--- src/rtl/e1ti_pkg.sv ---
`timescale 1ns/100ps
package e1ti_pkg;

    // Pin bundle as seen after synchronisation
    typedef struct packed {
        logic clk;
        logic pos;
        logic neg;
    } tx_pins_t;

    typedef enum logic {
        POL_POS = 1'b0,
        POL_NEG = 1'b1
    } mark_pol_e;

    localparam int PIN_W = $bits(tx_pins_t);

    // Idle level of the pins: clock pulled up, data lines pulled up
    localparam tx_pins_t PINS_IDLE = '{clk: 1'b1, pos: 1'b1, neg: 1'b1};

endpackage

--- src/rtl/e1ti_sync.sv ---
`timescale 1ns/100ps
// Multi-stage synchroniser with one extra stage for edge detection.
module e1ti_sync #(
    parameter int             W       = 3,
    parameter int             STAGES  = 2,
    parameter logic [W-1:0]   RST_VAL = '1
) (
    input  logic         clk,
    input  logic         rst_n,
    input  logic [W-1:0] din,
    output logic [W-1:0] cur,
    output logic [W-1:0] prv
);
    localparam int DEPTH = STAGES + 1;

    typedef struct packed {
        logic [DEPTH-1:0][W-1:0] pipe;
    } sync_st_t;

    sync_st_t st_d, st_q;

    always_comb begin
        st_d      = st_q;
        st_d.pipe = {st_q.pipe[DEPTH-2:0], din};
    end

    always_ff @(posedge clk or negedge rst_n) begin
        if (!rst_n) begin
            for (int i = 0; i < DEPTH; i++) st_q.pipe[i] <= RST_VAL;
        end else begin
            st_q <= st_d;
        end
    end

    assign cur = st_q.pipe[STAGES-1];
    assign prv = st_q.pipe[STAGES];

endmodule

--- src/rtl/e1ti_activity.sv ---
`timescale 1ns/100ps
// Judges whether the transmit bit clock is toggling.
module e1ti_activity #(
    parameter int LIMIT = 196
) (
    input  logic clk,
    input  logic rst_n,
    input  logic lvl_cur,
    input  logic lvl_prv,
    output logic chg_o,
    output logic fall_o,
    output logic active_o
);
    localparam int CW = $clog2(LIMIT + 1);
    localparam logic [CW-1:0] LIM = CW'(LIMIT);

    typedef struct packed {
        logic [CW-1:0] idle;
    } act_st_t;

    act_st_t st_d, st_q;
    logic    chg;

    always_comb begin
        st_d = st_q;
        chg  = lvl_cur ^ lvl_prv;
        if (chg) begin
            st_d.idle = '0;
        end else if (st_q.idle != LIM) begin
            st_d.idle = st_q.idle + 1'b1;
        end
    end

    always_ff @(posedge clk or negedge rst_n) begin
        if (!rst_n) st_q.idle <= LIM;
        else        st_q      <= st_d;
    end

    assign chg_o    = chg;
    assign fall_o   = lvl_prv & ~lvl_cur;
    assign active_o = chg | (st_q.idle < LIM);

endmodule

--- src/rtl/e1ti_mark_gen.sv ---
`timescale 1ns/100ps
// Fixed-width mark timer with polarity.
module e1ti_mark_gen
    import e1ti_pkg::*;
#(
    parameter int MARK = 49
) (
    input  logic clk,
    input  logic rst_n,
    input  logic clear,
    input  logic start_pos,
    input  logic start_neg,
    output logic mark_pos,
    output logic mark_neg
);
    localparam int MW = $clog2(MARK + 1);

    typedef struct packed {
        logic [MW-1:0] left;
        mark_pol_e     pol;
    } mk_st_t;

    mk_st_t st_d, st_q;
    logic [1:0] outs;

    always_comb begin
        st_d = st_q;
        if (clear) begin
            st_d.left = '0;
        end else if (start_pos) begin
            st_d.left = MW'(MARK);
            st_d.pol  = POL_POS;
        end else if (start_neg) begin
            st_d.left = MW'(MARK);
            st_d.pol  = POL_NEG;
        end else if (st_q.left != '0) begin
            st_d.left = st_q.left - 1'b1;
        end
    end

    always_ff @(posedge clk or negedge rst_n) begin
        if (!rst_n) begin
            st_q.left <= '0;
            st_q.pol  <= POL_POS;
        end else begin
            st_q <= st_d;
        end
    end

    for (genvar gi = 0; gi < 2; gi++) begin : g_out
        assign outs[gi] = (st_q.left != '0) && (st_q.pol == mark_pol_e'(gi));
    end

    assign mark_pos = outs[0];
    assign mark_neg = outs[1];

endmodule

--- src/rtl/e1_tx_ingress.sv ---
`timescale 1ns/100ps
// Transmit input interface: mode sensing, sampling, mark timing, shutoff.
module e1_tx_ingress
    import e1ti_pkg::*;
#(
    parameter int SYS_PER_BIT = 98,
    parameter int MARK_CYC    = 49,
    parameter int SYNC_STAGES = 2
) (
    input  logic clk,
    input  logic rst_n,
    input  logic tx_clk_in,
    input  logic tx_pos_in,
    input  logic tx_neg_in,
    output logic mark_pos,
    output logic mark_neg,
    output logic drv_en
);
    localparam int IDLE_LIMIT = 2 * SYS_PER_BIT;

    typedef struct packed {
        logic both_lat;
        logic drv_en;
    } top_st_t;

    top_st_t  st_d, st_q;
    tx_pins_t pins_raw, pins_cur, pins_prv;
    logic     clk_chg, clk_fall, clk_active;
    logic     start_p, start_n, shut;

    assign pins_raw = '{clk: tx_clk_in, pos: tx_pos_in, neg: tx_neg_in};

    e1ti_sync #(
        .W       (PIN_W),
        .STAGES  (SYNC_STAGES),
        .RST_VAL (PINS_IDLE)
    ) u_sync (
        .clk   (clk),
        .rst_n (rst_n),
        .din   (pins_raw),
        .cur   (pins_cur),
        .prv   (pins_prv)
    );

    e1ti_activity #(
        .LIMIT (IDLE_LIMIT)
    ) u_act (
        .clk      (clk),
        .rst_n    (rst_n),
        .lvl_cur  (pins_cur.clk),
        .lvl_prv  (pins_prv.clk),
        .chg_o    (clk_chg),
        .fall_o   (clk_fall),
        .active_o (clk_active)
    );

    always_comb begin
        st_d    = st_q;
        start_p = 1'b0;
        start_n = 1'b0;
        if (clk_active) begin
            // clocked NRZ: sample at the falling edge only
            if (clk_fall) begin
                st_d.both_lat = pins_cur.pos & pins_cur.neg;
                start_p       = pins_cur.pos & ~pins_cur.neg;
                start_n       = pins_cur.neg & ~pins_cur.pos;
            end
            shut = st_d.both_lat;
        end else begin
            // clockless RZ: a rising data edge starts a mark
            st_d.both_lat = 1'b0;
            start_p = pins_cur.pos & ~pins_prv.pos & ~pins_cur.neg;
            start_n = pins_cur.neg & ~pins_prv.neg & ~pins_cur.pos;
            shut    = ~pins_cur.clk | (pins_cur.pos & pins_cur.neg);
        end
        st_d.drv_en = ~shut;
    end

    always_ff @(posedge clk or negedge rst_n) begin
        if (!rst_n) begin
            st_q.both_lat <= 1'b0;
            st_q.drv_en   <= 1'b0;
        end else begin
            st_q <= st_d;
        end
    end

    e1ti_mark_gen #(
        .MARK (MARK_CYC)
    ) u_mark (
        .clk       (clk),
        .rst_n     (rst_n),
        .clear     (shut),
        .start_pos (start_p),
        .start_neg (start_n),
        .mark_pos  (mark_pos),
        .mark_neg  (mark_neg)
    );

    assign drv_en = st_q.drv_en;

endmodule

--- config.mk ---
export PLATFORM = sky130hd
export DESIGN_NAME = e1_tx_ingress
export DESIGN_NICKNAME = d
export VERILOG_FILES = /design/src/rtl/e1ti_pkg.sv /design/src/rtl/e1ti_sync.sv /design/src/rtl/e1ti_activity.sv /design/src/rtl/e1ti_mark_gen.sv /design/src/rtl/e1_tx_ingress.sv
export SDC_FILE = /design/constraint.sdc
export NUM_CORES = 1
export LEC_CHECK = 0
export ABC_AREA = 1
export ABC_CLOCK_PERIOD_IN_PS = 4500
export CAP_MARGIN = 30
export CELL_PAD_IN_SITES_DETAIL_PLACEMENT = 0
export CELL_PAD_IN_SITES_GLOBAL_PLACEMENT = 1
export CORE_MARGIN = 10
export CORE_UTILIZATION = 45
export DETAILED_ROUTE_END_ITERATION = 10
export MAX_ROUTING_LAYER = met4
export PLACE_DENSITY = 0.85
export REMOVE_ABC_BUFFERS = 1
export SETUP_SLACK_MARGIN = 0.1
export SYNTH_ARGS = -nofsm -noshare
export SYNTH_HDL_FRONTEND = slang
export SYNTH_HIERARCHICAL = 1
export SYNTH_SLANG_ARGS = --single-unit
--- constraint.sdc ---
create_clock -name clk -period 4.5 [get_ports clk]
set_clock_uncertainty 0.2 [all_clocks]
set_input_delay 0.9 -clock clk [delete_from_list [all_inputs] [get_ports clk]]
set_output_delay 0.9 -clock clk [all_outputs]
set_load 0.01 [all_outputs]
Word-level counts from Yosys, hierarchy flattened
Index checks and enable logic that the tools add are counted.
- eq/ne operators: 1
- bitwise operators: 18
- reductions and logical operators: 7
- multiplexer cells: 14
- $add $sub $neg: 2
- $lt $le $gt $ge: 1
- operator list (cell ; count):
    two-way mux 6 bit ; 3
    two-way mux 8 bit ; 2
    adder 8 x 1 -> 8 bit (second input constant) ; 1
    AND 1 bit ; 8
    less-than comparator 8 bit (second input constant) ; 1
    two-way mux 1 bit ; 8
    != test 8 bit (second input constant) ; 1
    two-way mux 7 bit ; 1
    inverter 1 bit ; 7
    nonzero test 6 bit ; 1
    subtractor 6 x 1 -> 6 bit (second input constant) ; 1
    nonzero test 2 bit ; 2
    nonzero test 4 bit ; 1
    logical AND 1 bit ; 2
    OR 1 bit ; 2
    AND reduction 2 bit ; 1
    bitwise XOR 1 bit ; 1
- output and inout bits: 3
- register bits: 26
- bits of input ports: 5
- word-level logic and storage cells: 51

Longest topological paths before layout
Gate-level depths: netlist of run 1.
- depth after elaboration: 7
- gate-level depth with buffers: 17
- depth with buffers taken out: 15

Modules after synthesis
The synthesis of run 1 kept the hierarchy.
- by module, submodules not included (module ; area each (µm²) ; seq. area each (µm²) ; cells each ; instances):
    e1ti_activity ; 481.7 ; 203.9 ; 64 ; 1
    e1ti_mark_gen ; 437.9 ; 175.2 ; 57 ; 1
    e1ti_sync ; 259.0 ; 236.5 ; 12 ; 1
    e1_tx_ingress ; 151.4 ; 50.0 ; 26 ; 1

Least setup slack after synthesis of run 1
No wires, ideal clock.
- kind: reg-to-reg
- start point: register u_sync.st_q (netlist bit u_sync/cur[2])
- end point: register u_mark/st_q[6] (netlist name)
- setup time: 0.113 ns
- setup slack: 1.994 ns
- data arrival time: 2.193 ns
- period minus slack after synthesis: 2.506 ns
- required time: 4.187 ns
- stages on the path, launching flop included: 17
- path buffers: 2
- cells stage by stage: dfstp_2 > buf_4 > inv_1 > ha_1 > buf_2 > inv_1 > nor2_1 > o31ai_1 > nand2_1 > o21ai_0 > and2_1 > nor2_2 > nand2_2 > nor2_4 > nor2_1 > nand2_1 > inv_1
- elaborated cells between the ends (all ways): 15
- classes of those cells: mux: 9; bitwise: 5; reduce/logical: 1
- RTL lines (element ; RTL line ; text):
    start: declaration ; e1ti_sync.sv:20 ; sync_st_t st_d, st_q;
    start signal: assignment ; e1ti_sync.sv:31 ; st_q <= st_d;
    bitwise XOR 1 bit (*) ; e1ti_activity.sv:26 ; chg = lvl_cur ^ lvl_prv;
    named net clk_chg ; e1_tx_ingress.sv:28 ; logic clk_chg, clk_fall, clk_active;
    OR 1 bit (*) ; e1ti_activity.sv:41 ; assign active_o = chg | (st_q.idle < LIM);
    named net clk_active ; e1_tx_ingress.sv:28 ;
    two-way mux 1 bit (*) ; e1_tx_ingress.sv:61 ; if (clk_active) begin
    named net start_n ; e1_tx_ingress.sv:29 ; logic start_p, start_n, shut;
    two-way mux 6 bit ; e1ti_mark_gen.sv:33 ; end else if (start_neg) begin
    two-way mux 7 bit ; e1ti_mark_gen.sv:30 ; end else if (start_pos) begin
    two-way mux 6 bit ; e1ti_mark_gen.sv:28 ; if (clear) begin
    end signal: assignment ; e1ti_mark_gen.sv:46 ; st_q <= st_d;
    end: declaration ; e1ti_mark_gen.sv:23 ; mk_st_t st_d, st_q;
Mark *: on every way through the listed nets, which the timed path passes. The rest lies on a longest branch.
A chain may end at the register's enable or synchronous reset.

Worst setup path after layout of run 1
- start point: register u_mark/st_q[1] (netlist name)
- end point: output mark_pos
- longest elaborated chain between the ends: 2
- RTL lines (element ; RTL line ; text):
    nonzero test 6 bit ; e1ti_mark_gen.sv:51 ; assign outs[gi] = (st_q.left != '0) && (st_q.pol == mark_pol_e'(gi));
    logical AND 1 bit ; e1ti_mark_gen.sv:51 ;
    end: declaration ; e1_tx_ingress.sv:15 ; output logic mark_pos,
No other way between the ends.

==> key figures, run 1 <==
Logic synthesis
  • Ys Warns: 6
  • Simple-gate share of the synthesized area: 30.3%
  • Synth Area in XOR/XNOR: 0.659%
  • Seq/Total Area, Yosys: 50.0%
  • Area leader, netlist: dfrtp_1
  • Avg Cell Area, Syn: 8.36 µm²
  • Largest family of logic cells by synthesized area: simple AND/OR/NAND/NOR gates
  • Compound-gate portion of the synthesized area: 6.30%
  • Synth top area cells: dfrtp_1, dfstp_2, nand2_1, nor2_1, inv_1
  • Synth Area in Adders: 4.70%
  • Multiplexer area fraction after synthesis: 0%
  • Share of the synthesized area in the top cell type: 26.3%
  • Flop and latch count out of synthesis: 26
  • Mapped Cells: 159
  • Post-synthesis cell area: 1330 µm²
  • Synth cell types: 25

Cells and area
  • Diode count: 0
  • Final Cell Area: roughly 1400 µm²
  • Area growth syn-to-layout: 8.66%
  • Nets: 178
  • Share of layout cells above drive strength 1: 16.2%

STA
  • Slew at the pin with the worst max-slew slack: 0.650 ns
  • Count of final setup violators: 0
  • Final Cycle Share: 69.7%
  • Fmax: roughly 320 MHz
  • Final hold vios: 0
  • Setup Total Neg Slack: 0 ns
  • Fin crit period: 3.14 ns
  • Worst slew margin: 56.3%
  • RSZ-0062 raised after global routing: no
  • Slew Viols, Final: 0
  • Hold WS: 0.149 ns

Floorplanning
  • Die Width: 74.4 µm
  • Top Ports: 8
  • Core Area: 2780 µm²
  • Starting Density: 47.8%
  • Die extent in y: 74.4 µm
  • Die area: 5530 µm²
  • FP Rows: 19

Route
  • # DRC: 0
  • Detailed Route WL: 2.24 mm
  • Post-DRT Antenna Nets: 0
  • Routed vias/inst: 4.88
  • Pre-Repair DR Iteration Count: 4
  • Routed len/inst: around 11 µm
  • DR vias: 967
  • DR iter-0 viols: 29

Clock network
  • Clock Path Buffers: 2
  • Clk Latency, worst-skew pair: around 0.32 ns
  • Post-CTS Setup Inserts: 0
  • Clk sink count: 26
  • CTS tree: built
  • Htree depth: 1
  • PostCTS Resize Cnt: 0
  • Clock-pin slew on the worst setup and hold paths: between 0.1 and 0.15 ns
  • Clk Tree Root Cell: clkbuf_4
  • TritonCTS buffer count: 3
  • Hold Buf Count CTS: 0

Setup path
  • Startpoint Class: register
  • CP endpoint kind: output pin
  • CP Class: reg2out
  • Critical Path RT: 3.40 ns
  • Reg-to-Reg Start: u_sync/cur[2]
  • CP Launch Point: u_mark/st_q[1]
  • Critical Path AT: 2.04 ns
  • Critical path peak fanout: 7

Placement
  • Cell Area, Placed: 1420 µm²
  • Final HPWL DP: 1.77 mm
  • Port Buffer Count: 7
  • Routability cong.: approximately 0.84

Global routing
  • First-pass GRT wire length: between 3 and 4 mm
  • Antenna violations before repair: 0
  • Aggregate global routing overflow: 0
  • Largest net degree at the start of global routing: 15
  • Gr usage total: 9.15%
  • Vias in the first global route: between 900 and 1000

Power
  • PwrDens: 434 nW/µm²
  • Leakage power: a little under 0.7 nW
  • Maximum VDD drop: 346 µV

Worst hold path
  • HP Class: reg2reg
  • Hold path startpoint: u_sync/st_d[5]

Run status
  • Outcome: completed

Run
  • Max Cap Violations: 0
-- state kept, by name, indices dropped and copies added, names as in the netlist --
signal and cells:
drv_en 1, u_sync/st_d 3, u_sync/cur 3, st_q 1, u_mark/st_q 7, u_sync/prv 3
u_act/st_q 8
-- routing by layer --
metal  global-route usage (%)  up-vias  wire [µm]
met3                     1.60        2         34
met2                     14.9        5       1110
met1                     10.6      450       1080
met5                        -        -          0
li1                         -      510          -
met4                     4.47        0         14
-- metrics by stage --
step	power [mW]	instances	setup WS (ns)	util (%)
global route	0.681	198	1.25	52.0
detailed placement	0.536	194	1.73	51.0
finish	0.627	198	1.36	52.0
CTS	0.638	198	1.34	52.0
global placement	0.530	194	1.72	51.0
floorplan	0.468	155	2.06	-
-- worst paths after layout --
path | to | slack [ns] | cells past startpoint
setup / recovery | mark_pos | 1.36 | 7
min in group asynchronous | u_act/st_q[0] | 0.74 | 1
hold reg to reg | u_sync/cur[2] | 0.15 | 0
hold / removal | u_sync/cur[2] | 0.15 | 0
max in group asynchronous | u_sync/prv[0] | 2.65 | 2
setup reg to reg | u_mark/st_q[6] | 1.79 | 14
-- cells in the mapped netlist, drive strengths merged --
cell	instances
a21oi	9
and2	1
buf	4
dfrtp	14
dfstp	12
ha	5
inv	21
nand2	39
nand3	13
nand4	3
nor2	28
nor3	2
o21a	1
o21ai	4
o31ai	1
or2	1
xnor2	1
-- area by class of cell --
class / count / area, µm²
Inverter: 21 / 78.8
Timing Repair Buffer: 8 / 77.6
Tap cell: 31 / 38.8
Sequential cell: 26 / 666
Multi-Input combinational cell: 108 / 558
Clock buffer: 4 / 26.3
Fill cell: 263 / 1340
-- kinds of logic after synthesis --
family          after synthesis
compound gates               15
xor+xnor                      1
fa+ha+maj                     5
buf+inv                      25
flops                        26
simple gates                 87
-- where the power goes --
group | leakage [nW] | switching, mW | internal, mW
Clock | 0.0150 | 0.0636 | 0.0346
Sequential | 0.306 | 0.0349 | 0.271
Combinational | 0.358 | 0.126 | 0.0958
Total | 0.679 | 0.225 | 0.402
-- cells in the final DEF (no fill, tap or decap) --
cell type	count
nand2_1	37
nor2_1	23
inv_1	19
dfrtp_1	14
nand3_1	12
dfstp_2	12
a21oi_1	8
clkdlybuf4s50_1	7
ha_1	5
clkbuf_4	3
nor2_4	3
nand4_1	3
inv_2	2
o21ai_0	2
nand2_2	2
nor2_2	2
o21ai_1	2
nor3_1	2
and2_1	1
o21a_1	1
clkbuf_1	1
buf_4	1
o31ai_1	1
xnor2_1	1
a21oi_2	1
nand3_4	1
or2_1	1
-- worst max-delay path: stages, from the launching register on --
cell and delay, ns:
dfrtp_1 0.43, inv_1 0.11, ha_1 0.24, nand3_4 0.14, inv_2 0.03, or2_1 0.19, inv_1 0.05, clkdlybuf4s50_1 0.53
(Power assumes the default switching activity.)
==> run 2: changes to the inputs <==
--- a/config.mk
+++ b/config.mk
@@ -6,15 +6,15 @@
 export NUM_CORES = 1
 export LEC_CHECK = 0
 export ABC_AREA = 1
-export ABC_CLOCK_PERIOD_IN_PS = 4500
+export ABC_CLOCK_PERIOD_IN_PS = 3200
 export CAP_MARGIN = 30
 export CELL_PAD_IN_SITES_DETAIL_PLACEMENT = 0
 export CELL_PAD_IN_SITES_GLOBAL_PLACEMENT = 1
 export CORE_MARGIN = 10
-export CORE_UTILIZATION = 45
+export CORE_UTILIZATION = 43
 export DETAILED_ROUTE_END_ITERATION = 10
 export MAX_ROUTING_LAYER = met4
-export PLACE_DENSITY = 0.85
+export PLACE_DENSITY = 0.82
 export REMOVE_ABC_BUFFERS = 1
 export SETUP_SLACK_MARGIN = 0.1
 export SYNTH_ARGS = -nofsm -noshare
==> constraint.sdc (replaced) <==
create_clock -name clk -period 3.2 [get_ports clk]
set_clock_uncertainty 0.2 [all_clocks]
set_input_delay 0.64 -clock clk [delete_from_list [all_inputs] [get_ports clk]]
set_output_delay 0.64 -clock clk [all_outputs]
set_load 0.01 [all_outputs]
==> run 2 against run 1 <==
  * Power is 53% higher
  * Clock power is 120% higher
  * Combinational power is 38% higher
  * Count of clock-buffer cells in the layout is 1 lower
  * Worst setup slack worse by 1.0 ns
  * Register-to-register slack worse by 1.3 ns
  * Flip-flop and latch count stayed put
  * Cell count is 1.0% higher
  * Largest cell class unchanged
==> key figures, run 2 (synthesis gave the netlist of run 1 again) <==
Setup path
  • Critical path peak fanout: 7
  • Startpoint Class: register
  • CP endpoint kind: output pin
  • Critical Path AT: 2.02 ns
  • CP Depth: 7
  • Critical path cell sequence: inv_1 -> ha_1 -> nand3_4 -> inv_2 -> or2_1 -> inv_1 -> clkdlybuf4s50_1
  • CP most frequent cell: inv_1
  • Crit-path slowest cell: clkdlybuf4s50_1
  • Critical path's largest stage delay: 0.53 ns
  • Worst R2R Path Depth: 14
  • CP Class: reg2out
  • R2R Setup Slk: 0.50 ns
  • Critical Path RT: 2.36 ns
  • Buf+Inv Stages, Crit Path: 4
  • Largest delay share family, worst path: buffers and inverters

Power
  • Leakage power: approximately 0.69 nW
  • Flop pwr share: 45.0%
  • Net Sw Power: 0.314 mW
  • Int Pwr: 0.643 mW
  • Clock Power Share: 23.0%
  • Switching portion of total power: 32.8%
  • PwrDens: 649 nW/µm²
  • Combinational power share: around a third
  • Maximum VDD drop: ~250 µV

STA
  • Slew at the pin with the worst max-slew slack: 0.601 ns
  • Fin crit period: 2.86 ns
  • Slew Viols, Final: 0
  • Fmax: between 300 and 400 MHz
  • Hold WS: 0.167 ns
  • Final hold vios: 0
  • Final Cycle Share: around nine tenths
  • Worst slew margin: 59.6%
  • Setup Total Neg Slack: 0 ns
  • Count of final setup violators: 0
  • RSZ-0062 raised after global routing: no

Clock network
  • PostCTS Resize Cnt: 0
  • Htree depth: 1
  • Clock-pin slew on the worst setup and hold paths: 0.14 ns
  • Post-CTS Setup Inserts: 0
  • Hold Buf Count CTS: 0
  • CTS tree: built
  • Clk sink count: 26
  • Clock Path Buffers: 2
  • Clk Tree Root Cell: clkbuf_4
  • Clk Latency, worst-skew pair: 0.31 ns
  • TritonCTS buffer count: 3

Floorplanning
  • Die extent in y: 75.6 µm
  • Core Area: 3000 µm²
  • FP Rows: 20
  • Die area: 5720 µm²
  • Starting Density: 44.3%
  • Top Ports: 8
  • Die Width: 75.6 µm

Global routing
  • Gr usage total: approximately a tenth
  • First-pass GRT wire length: 4.32 mm
  • Largest net degree at the start of global routing: 27
  • Vias in the first global route: around 1000
  • Antenna violations before repair: 0
  • Aggregate global routing overflow: 0

Route
  • # DRC: 0
  • DR iter-0 viols: 35
  • Pre-Repair DR Iteration Count: 4
  • Routed len/inst: 11.1 µm
  • Routed vias/inst: 4.80
  • DR vias: ~960
  • Post-DRT Antenna Nets: 0
  • Detailed Route WL: 2.21 mm

Cells and area
  • Area growth syn-to-layout: 10.8%
  • Fill count: 294
  • Share of layout cells above drive strength 1: 16.8%
  • Largest register FFs: 8
  • Largest regs: u_act/st_q (8), u_mark/st_q (7)
  • Nets: between 150 and 200
  • Diode count: 0
  • Commonest non-fill, non-tap cell in the layout: nand2_1
  • Most flop-heavy register: u_act/st_q
  • Commonest cells after routing, fill and taps aside: nand2_1, nor2_1, inv_1

Run
  • Max Cap Violations: 0

Placement
  • Port Buffer Count: 7
  • Routability cong.: between 0.8 and 0.9
  • Final HPWL DP: 1.70 mm

Worst hold path
  • HP Class: reg2reg
  • Hold path depth: 0

Run status
  • Outcome: completed
[run 2: metrics by stage]
| stage | setup slack, ns | area (µm²) | total power [mW] | std cells | util [%] |
|---|---|---|---|---|---|
| 2_1_floorplan | 0.764 | 1300 | 0.658 | 155 | - |
| 3_3_place_gp | 0.600 | 1420 | 0.746 | 196 | 47.3 |
| 3_5_place_dp | 0.497 | 1420 | 0.750 | 196 | 47.3 |
| 4_1_cts | 0.297 | 1470 | 0.979 | 200 | 49.1 |
| 5_1_grt | 0.195 | 1470 | 1.04 | 200 | 49.1 |
| 6_report | 0.339 | 1470 | 0.957 | 200 | 49.1 |
[run 2: layout make-up]
class | instances | area [µm²] | area share, %
flip-flops and latches | 26 | 666 | 45.2
multi-input cells | 108 | 558 | 37.9
inverters | 21 | 78.8 | 5.35
repair buffers | 8 | 77.6 | 5.26
well taps | 33 | 41.3 | 2.80
clock inverters | 1 | 30.0 | 2.04
clock buffers | 3 | 22.5 | 1.53
[run 2: path summary, 6_finish.rpt]
check / start / endpoint
min: u_sync/st_d[4] / u_sync/cur[1]
min in group asynchronous: rst_n / st_q[1]
max: u_mark/st_q[1] / mark_pos
max reg2reg: u_sync/cur[2] / u_mark/st_q[6]
min reg2reg: u_sync/st_d[4] / u_sync/cur[1]
max in group asynchronous: rst_n / u_act/st_q[6]
[run 2: worst register-to-register path, stage by stage, from the launching register on]
cell     delay [ns]
dfstp_2        0.57
inv_1          0.04
ha_1           0.45
inv_1          0.13
nor2_1         0.12
o31ai_1        0.15
nand2_1        0.13
o21ai_0        0.08
and2_1         0.18
nor2_2         0.18
nand2_2        0.10
nor2_4         0.14
nor2_1         0.05
nand2_1        0.06
inv_1          0.03
[run 2: routing by layer]
layer | vias up | track usage (%) | share of wire (%)
met5 | - | - | 0
met4 | 0 | 3.09 | 0.86
li1 | 513 | - | -
met1 | 437 | 11.3 | 48
met3 | 2 | 1.56 | 2.7
met2 | 7 | 17.0 | 49
[run 2: power by group through the flow]
stage                     clock network, mW  logic, mW  registers, mW
after floorplan                           0      0.232          0.426
after global placement                    0      0.310          0.436
after detailed placement                  0      0.313          0.438
after CTS                             0.233      0.314          0.432
after global routing                  0.241      0.363          0.440
final                                 0.220      0.307          0.430
==> run 3: changes to the inputs <==
--- a/config.mk
+++ b/config.mk
@@ -14,7 +14,7 @@
 export CORE_UTILIZATION = 43
 export DETAILED_ROUTE_END_ITERATION = 10
 export MAX_ROUTING_LAYER = met4
-export PLACE_DENSITY = 0.82
+export PLACE_DENSITY = 0.86
 export REMOVE_ABC_BUFFERS = 1
 export SETUP_SLACK_MARGIN = 0.1
 export SYNTH_ARGS = -nofsm -noshare
==> constraint.sdc (replaced) <==
create_clock -name clk -period 3.2 [get_ports clk]
set_clock_uncertainty 0.2 [all_clocks]
set_input_delay 0.64 -clock clk [delete_from_list [all_inputs] [get_ports clk]]
set_output_delay 0.64 -clock clk [all_outputs]
set_load 0.1 [all_outputs]
==> run 3 against run 2 <==
  * Sequential share of layout area is 0.23 points higher
  * Largest power group unchanged
  * Design area shrank 0.51%
  * Fmax up 4.9%
  * Cell count stayed put
  * Worst hold slack improved by 0.0027 ns
  * Count of clock-buffer cells in the layout is the same
  * Sequential power about the same
  * First-iteration DRC count up 17%
  * Non-clock buffer count unchanged
  * Wire length about the same
  * Via count increased by 0.52%
  * Global-route usage decreased by 0.79 points
==> key figures, run 3 (synthesis gave the netlist of run 1 again) <==
Run status
  • Outcome: completed

Global routing
  • Largest net degree at the start of global routing: 27
  • Gr usage total: 9.00%
  • First-pass GRT wire length: 4.00 mm
  • Vias in the first global route: 945
  • Aggregate global routing overflow: 0
  • Antenna violations before repair: 0

Power
  • Int Pwr: 0.637 mW
  • Leakage power: 0.695 nW
  • Flop pwr share: 40.3%
  • Maximum VDD drop: 248 µV
  • Switching portion of total power: 40.4%
  • Combinational power share: 39.0%
  • PwrDens: 728 nW/µm²
  • Net Sw Power: 0.432 mW
  • Clock Power Share: 20.7%

Clock network
  • TritonCTS buffer count: 3
  • Clk Tree Root Cell: clkbuf_4
  • Htree depth: 1
  • PostCTS Resize Cnt: 0
  • Clk sink count: 26
  • Hold Buf Count CTS: 0
  • Clk Latency, worst-skew pair: 0.31 ns
  • CTS tree: built
  • Clock Path Buffers: 2
  • Post-CTS Setup Inserts: 0
  • Clock-pin slew on the worst setup and hold paths: around 0.15 ns

Cells and area
  • Largest regs: u_act/st_q (8), u_mark/st_q (7)
  • Fill count: around 270
  • Nets: 178
  • Commonest cells after routing, fill and taps aside: nand2_1, nor2_1, inv_1
  • Largest register FFs: 8
  • Commonest non-fill, non-tap cell in the layout: nand2_1
  • Most flop-heavy register: u_act/st_q
  • Diode count: 0
  • Area growth syn-to-layout: 10.3%
  • Share of layout cells above drive strength 1: roughly 19%

Setup path
  • Worst R2R Path Depth: 13
  • CP Class: reg2reg
  • Startpoint Class: register
  • CP endpoint kind: register
  • Critical Path AT: 2.77 ns
  • Critical Path RT: ~3.2 ns
  • Critical path peak fanout: 10

STA
  • Final Cycle Share: 85.2%
  • Fmax: ~370 MHz
  • Worst slew margin: 61.7%
  • Fin crit period: 2.73 ns
  • Slack of the critical path: 0.472 ns
  • Setup Total Neg Slack: 0 ns
  • Count of final setup violators: 0
  • Slew at the pin with the worst max-slew slack: ~0.57 ns
  • Slew Viols, Final: 0
  • RSZ-0062 raised after global routing: no
  • Final hold vios: 0

Placement
  • Routability cong.: 0.763
  • Port Buffer Count: 7
  • Final HPWL DP: 1.71 mm
  • Dpl ws: 0.509 ns

Route
  • Detailed Route WL: 2.21 mm
  • Routed vias/inst: 4.82
  • Routed len/inst: 11.1 µm
  • Post-DRT Antenna Nets: 0
  • DR vias: approximately 960
  • # DRC: 0
  • DR iter-0 viols: 41
  • Pre-Repair DR Iteration Count: 4

Floorplanning
  • Starting Density: around 44%
  • Die area: around 5700 µm²
  • FP Rows: 20
  • Core Area: about 3000 µm²
  • Die Width: approximately 76 µm
  • Die extent in y: 75.6 µm
  • Top Ports: 8

Worst hold path
  • HP Class: reg2reg
  • Hold path depth: 0

Run
  • Max Cap Violations: 0
-- run 3: through the flow --
stage	util [%]	instance area, µm²	power [mW]	std cells	hold slack, ns
final	48.8	1470	1.07	200	0.169
after CTS	48.8	1470	1.08	200	0.170
after global routing	48.8	1470	1.14	200	0.172
after detailed placement	47.1	1410	0.855	196	0.150
after floorplan	-	1300	0.765	155	0.144
after global placement	47.1	1410	0.843	196	0.146
-- run 3: path summary, 6_finish.rpt --
| check | to | start | slack [ns] |
|---|---|---|---|
| max | u_mark/st_q[2] | u_sync/cur[2] | 0.47 |
| min | u_sync/cur[2] | u_sync/st_d[5] | 0.17 |
| max reg2reg | u_mark/st_q[2] | u_sync/cur[2] | 0.47 |
| min reg2reg | u_sync/cur[2] | u_sync/st_d[5] | 0.17 |
| max in group asynchronous | u_act/st_q[2] | rst_n | 2.03 |
| min in group asynchronous | drv_en | rst_n | 0.46 |
-- run 3: final cells by class --
cell class | count | area [µm²] | area share (%)
sequential | 26 | 666 | 45.4
multi-input combinational | 108 | 558 | 38.1
inverter | 21 | 78.8 | 5.38
timing repair buffer | 8 | 70.1 | 4.78
tap | 33 | 41.3 | 2.82
clock inverter | 1 | 30.0 | 2.05
clock buffer | 3 | 22.5 | 1.54
-- run 3: power by group through the flow --
stage	clock network [mW]	logic, mW	registers (mW)
floorplan	0	0.327	0.437
global placement	0	0.409	0.434
detailed placement	0	0.418	0.437
CTS	0.228	0.419	0.431
global route	0.241	0.462	0.440
finish	0.221	0.416	0.431
-- run 3: metal layers --
layer  share of wire, %  track usage [%]  vias to the layer above
met2                 47             14.5                       14
met5                  0                -                        -
met1                 48             10.9                      435
met3                4.2             2.21                        2
li1                   -                -                      513
met4               0.90             2.47                        0
-- run 3: worst max-delay path, stage by stage (launching register included) --
cell	delay [ns]
dfstp_2	0.58
inv_1	0.05
ha_1	0.45
inv_1	0.13
nor2_1	0.12
o31ai_1	0.14
nand2_1	0.12
o21ai_0	0.07
and2_1	0.18
nor2_2	0.19
nand2_2	0.10
inv_1	0.12
o21ai_1	0.08
a21oi_1	0.12
